[config.mk]
export PLATFORM = sky130hd
export DESIGN_NAME = alu_core
export DESIGN_NICKNAME = d
export VERILOG_FILES = /design/src/rtl/alu_pkg.sv /design/src/rtl/alu_addsub.sv /design/src/rtl/alu_logic.sv /design/src/rtl/alu_flags.sv /design/src/rtl/alu_core.sv
export SDC_FILE = /design/constraint.sdc
export NUM_CORES = 1
export LEC_CHECK = 0
export ABC_AREA = 0
export BUFFER_PORTS_ARGS = -buffer_cell sky130_fd_sc_hd__buf_2
export CAP_MARGIN = 20
export CORE_UTILIZATION = 35
export DETAILED_ROUTE_END_ITERATION = 10
export SYNTH_ARGS = -nofsm -noshare
export SYNTH_HDL_FRONTEND = slang
export SYNTH_SLANG_ARGS = --single-unit
[constraint.sdc]
create_clock -name vclk -period 16.3
set_clock_uncertainty 0.2 [all_clocks]
set_input_delay 4.075 -clock vclk [all_inputs]
set_output_delay 4.075 -clock vclk [all_outputs]
set_load 0.1 [all_outputs]
[src/rtl/alu_pkg.sv]
package alu_pkg;
   typedef enum logic [1:0] {
      FN_ADD = 2'b00,
      FN_SUB = 2'b01,
      FN_AND = 2'b10,
      FN_XOR = 2'b11
   } alu_fn_e;

   localparam int ADDER_BEHAVIOURAL = 0;
   localparam int ADDER_RIPPLE      = 1;
endpackage

[src/rtl/alu_addsub.sv]
module alu_addsub #(
   parameter int WIDTH = 32,
   parameter int STYLE = 0
) (
   input  logic [WIDTH-1:0] a_i,
   input  logic [WIDTH-1:0] b_i,
   input  logic             sub_i,
   output logic [WIDTH-1:0] sum_o,
   output logic             c_msb_o,
   output logic             c_out_o
);
   localparam int LOW = WIDTH - 1;

   logic [WIDTH-1:0] b_eff;
   assign b_eff = sub_i ? ~b_i : b_i;

   generate
      if (STYLE == alu_pkg::ADDER_RIPPLE) begin : g_ripple
         logic [WIDTH:0] cy;
         assign cy[0] = sub_i;
         for (genvar k = 0; k < WIDTH; k++) begin : g_bit
            assign sum_o[k]  = a_i[k] ^ b_eff[k] ^ cy[k];
            assign cy[k+1]   = (a_i[k] & b_eff[k]) | (cy[k] & (a_i[k] ^ b_eff[k]));
         end
         assign c_msb_o = cy[WIDTH-1];
         assign c_out_o = cy[WIDTH];
      end else begin : g_behav
         logic [LOW:0] low_sum;
         logic [1:0]   top_sum;
         assign low_sum = {1'b0, a_i[LOW-1:0]} + {1'b0, b_eff[LOW-1:0]} + {{LOW{1'b0}}, sub_i};
         assign top_sum = {1'b0, a_i[WIDTH-1]} + {1'b0, b_eff[WIDTH-1]} + {1'b0, low_sum[LOW]};
         assign sum_o   = {top_sum[0], low_sum[LOW-1:0]};
         assign c_msb_o = low_sum[LOW];
         assign c_out_o = top_sum[1];
      end
   endgenerate

   always_comb begin

      if (sub_i && (a_i == b_i)) begin
         sub_self_zero_chk: assert (sum_o == '0)
            else $error("subtracting an operand from itself is not zero");
      end
   end
endmodule

[src/rtl/alu_logic.sv]
module alu_logic #(
   parameter int WIDTH = 32
) (
   input  logic [WIDTH-1:0] a_i,
   input  logic [WIDTH-1:0] b_i,
   input  logic             xor_i,
   output logic [WIDTH-1:0] out_o
);
   logic [WIDTH-1:0] and_w;
   logic [WIDTH-1:0] xor_w;

   assign and_w = a_i & b_i;
   assign xor_w = a_i ^ b_i;
   assign out_o = xor_i ? xor_w : and_w;

   always_comb begin

      if (xor_i) begin
         xor_undo_chk: assert ((out_o ^ b_i) == a_i)
            else $error("xor output does not recover the first operand");
      end
   end
endmodule

[src/rtl/alu_flags.sv]
module alu_flags #(
   parameter int WIDTH = 32
) (
   input  logic [WIDTH-1:0] res_i,
   input  logic             xs_i,
   input  logic             ys_i,
   input  alu_pkg::alu_fn_e fn_i,
   output logic             of_o,
   output logic             zf_o,
   output logic             sf_o
);
   import alu_pkg::*;

   logic rs;
   assign rs   = res_i[WIDTH-1];
   assign zf_o = ~|res_i;
   assign sf_o = rs;

   always_comb begin
      unique case (fn_i)
         FN_ADD:  of_o = (xs_i == ys_i) && (rs != xs_i);
         FN_SUB:  of_o = (xs_i != ys_i) && (rs != xs_i);
         default: of_o = 1'b0;
      endcase
   end

   always_comb begin

      zero_not_negative_chk: assert (!(zf_o && sf_o))
         else $error("zero and sign flags both set");
   end
endmodule

[src/rtl/alu_core.sv]
module alu_core #(
   parameter int WIDTH = 32,
   parameter int ADDER_STYLE = alu_pkg::ADDER_BEHAVIOURAL
) (
   input  logic [WIDTH-1:0] x_i,
   input  logic [WIDTH-1:0] y_i,
   input  logic [1:0]       func_i,
   output logic [WIDTH-1:0] res_o,
   output logic             of_o,
   output logic             zf_o,
   output logic             sf_o
);
   import alu_pkg::*;

   localparam int MSB = WIDTH - 1;

   generate
      if (WIDTH < 2) begin : g_bad_width
         $error("alu_core: WIDTH must be at least 2");
      end
      if ((ADDER_STYLE != ADDER_BEHAVIOURAL) && (ADDER_STYLE != ADDER_RIPPLE)) begin : g_bad_style
         $error("alu_core: unknown ADDER_STYLE");
      end
   endgenerate

   alu_fn_e          fn;
   logic [WIDTH-1:0] arith_w;
   logic [WIDTH-1:0] logic_w;
   logic             c_msb;
   logic             c_out;

   assign fn = alu_fn_e'(func_i);

   alu_addsub #(.WIDTH(WIDTH), .STYLE(ADDER_STYLE)) u_addsub (
      .a_i     (x_i),
      .b_i     (y_i),
      .sub_i   (fn == FN_SUB),
      .sum_o   (arith_w),
      .c_msb_o (c_msb),
      .c_out_o (c_out)
   );

   alu_logic #(.WIDTH(WIDTH)) u_logic (
      .a_i   (x_i),
      .b_i   (y_i),
      .xor_i (fn == FN_XOR),
      .out_o (logic_w)
   );

   assign res_o = func_i[1] ? logic_w : arith_w;

   alu_flags #(.WIDTH(WIDTH)) u_flags (
      .res_i (res_o),
      .xs_i  (x_i[MSB]),
      .ys_i  (y_i[MSB]),
      .fn_i  (fn),
      .of_o  (of_o),
      .zf_o  (zf_o),
      .sf_o  (sf_o)
   );

   always_comb begin

      if (!func_i[1]) begin
         carry_overflow_chk: assert (of_o == (c_out ^ c_msb))
            else $error("sign-based overflow disagrees with the carry chain");
      end

      if (func_i[1]) begin
         no_overflow_chk: assert (!of_o)
            else $error("overflow raised by a logic function");
      end

      if (fn == FN_AND) begin
         and_subset_chk: assert ((res_o & ~x_i) == '0 && (res_o & ~y_i) == '0)
            else $error("and result has a bit absent from an operand");
      end
   end
endmodule

==> key figures <==
Synthesis
  – Mapped Avg Cell Area: 7.38 sq um
  – Synth area leader: ha_1
  – Sequential element share of the synthesized area: 0%
  – Synth area leaders: ha_1 (23%), xnor2_1 (12%), a21oi_1 (5.6%)
  – Cell count after synthesis: 449
  – Synth top area share: 23.4%
  – Synth unique cells: 61
  – YS warnings: 0
  – Post-Syn Area: 3310 sq um
  – Synth Net Count: 578

Hold path
  – Worst Hold Class: input pin to output pin

Routing
  – Routed Wire Length: 10000 um
  – Vias: 3649
  – Post-route ant nets: 0
  – First-pass detailed-route iteration total: 4
  – Initial drt markers: 185
  – Post-route DRC: 0
  – WL per Instance: 15.5 um
  – Vias per cell: 5.67

Setup path
  – Top delay family on crit path: simple AND/OR/NAND/NOR gates
  – Most frequent CP cell: buf_2
  – Slowest stage delay, CP: 580 ps
  – Crit path DAT: 9030 ps
  – Worst Setup Start Kind: input pin
  – Worst path required time: 12020 ps
  – CP Capture Type: output pin
  – Critical Path Slowest Stage Cell: or4_1
  – Critical path class: input pin to output pin
  – Worst Path Max Fanout: 57
  – CP cell instances: buf_2, buf_4, clkinv_1, nand2_2, xnor2_1, ha_1, and2_1, a221o_1, a2111oi_4, a211oi_4, o21ai_2, mux2i_1, a211oi_1, or4_1, nor4_1, and4_1, buf_2
  – Buf/Inv on CP: 4

STA
  – Slew HR: 57.0%
  – Final worst path period share: 81.6%
  – Fin. Hold Viols: 0
  – Fmax achieved: 75.2 MHz
  – Slew @ Worst Pin: 640 ps
  – Unrepaired setup endpoints after global routing: false
  – Setup violators final: 0
  – Hold_ws: 8520 ps
  – Setup TNS: 0 ps
  – Min Tclk post-route: 13300 ps
  – Slew Viols, Final: 0

Die
  – Standard cell core area: 9200 sq um
  – Die X: 99.3 um
  – I/O Pins: 101
  – Die Y: 99.3 um
  – Starting density of the core: 36.0%
  – Die area: 9860 sq um
  – Site Rows: 35

Power and ir drop
  – VDD IR max: 0.0730 mV
  – Pwr/cell area: 81.7 nW/um^2
  – Leakage: 1.81 nW

Global routing
  – Largest net degree at the start of global routing: 58
  – First-pass GRT wire length: 16600 um
  – Top Usage Layer GRT: met2
  – Met1 Use GR: 28.5%
  – Grt ovf: 0
  – Initial antenna violation count: 0
  – Met3 global-route usage: 0.562%
  – Met2 Use GR: 34.9%
  – GR Util All Layers: 20.0%
  – Number of global-route vias before repair: 3536

Placed design
  – Port bufs: 101
  – GPL Wtd Cong: 0.901
  – Hpwl dp: 8250 um

Layout
  – Nets@finish: 664
  – Commonest non-fill, non-tap cell in the layout: buf_2
  – Filler instances: 972
  – Diode count: 0
  – Area occupied by registers: 0 sq um
  – Area delta synth->final: 17.7%
  – Layout cells sized above 1: 24.2%
  – Most frequent cells in the layout: buf_2 (101), ha_1 (62), xnor2_1 (45)
  – Clk_buf instances: 0
  – Final core occ: 42.4%
  – Seq cells: 0

Clock network
  – Post-CTS Resized: 0
  – Post-CTS Setup Bufs: 0
  – Hold Buf Count CTS: 0

Flow run
  – Max Cap Viol: 0

Run status
  – Status: completed
report_power, final:
group          internal, mW  total [mW]  switching [mW]  leakage (nW)
logic                0.0850       0.319           0.234          1.81
registers                 0           0               0             0
clock network             0           0               0             0
worst paths after layout:
path	cells after the start	end	start
worst min-delay path	4	of_o	x_i[31]
worst max-delay path	17	zf_o	func_i[1]
Yosys cell counts, types with 3 or more instances:
| master | n |
|---|---|
| o211ai_1 | 10 |
| xor2_1 | 8 |
| nor4_1 | 5 |
| o21a_1 | 6 |
| a21oi_1 | 37 |
| and2_1 | 5 |
| xnor2_1 | 45 |
| ha_1 | 62 |
| nand2b_1 | 9 |
| clkbuf_1 | 10 |
| nor2b_1 | 8 |
| buf_2 | 3 |
| mux2i_1 | 16 |
| mux2_2 | 12 |
| a211oi_1 | 10 |
| nand4_1 | 7 |
| o211a_1 | 3 |
| nand2_1 | 42 |
| a21o_1 | 10 |
| inv_1 | 9 |
| o21ai_0 | 33 |
| nor2_1 | 23 |
| nor3_1 | 9 |
| buf_1 | 6 |
| nand3_1 | 10 |
| o31ai_1 | 3 |
cells by family after synthesis:
group / Yosys count / share of synthesized area [%]
buffers and inverters: 31 / 3.85
muxes: 28 / 8.92
and+or+nand+nor: 134 / 20.7
adders and majority gates: 63 / 24.0
AOI/OAI and AO/OA: 140 / 28.5
xor gates and xnor gates: 53 / 14.0
tightest hold or removal path, stage by stage:
cell and delay, ps:
buf_2 120, xnor2_1 120, nor3_1 50, buf_2 280
layer usage:
| layer | up-vias | share of wire [%] |
|---|---|---|
| li1 | 1862 | - |
| met1 | 1681 | 50 |
| met2 | 104 | 46 |
| met3 | 2 | 4.0 |
| met4 | 0 | 0.14 |
| met5 | - | 0 |
layout make-up:
| type | instances | area (sq um) | area share (%) |
|---|---|---|---|
| multi-input combinational | 418 | 3190 | 81.7 |
| tap | 111 | 139 | 3.56 |
| timing repair buffer | 105 | 536 | 13.7 |
| inverter | 10 | 37.5 | 0.963 |
metrics by stage:
step / power, mW / instances / cell area [sq um] / setup slack, ps
2_1_floorplan: 0.258 / 449 / 3310 / 1050
3_3_place_gp: 0.317 / 644 / 3900 / 3190
3_5_place_dp: 0.317 / 644 / 3900 / 3010
4_1_cts: 0.318 / 644 / 3900 / 2990
5_1_grt: 0.342 / 644 / 3900 / 2500
6_report: 0.319 / 644 / 3900 / 3000
(Power assumes the default switching activity.)
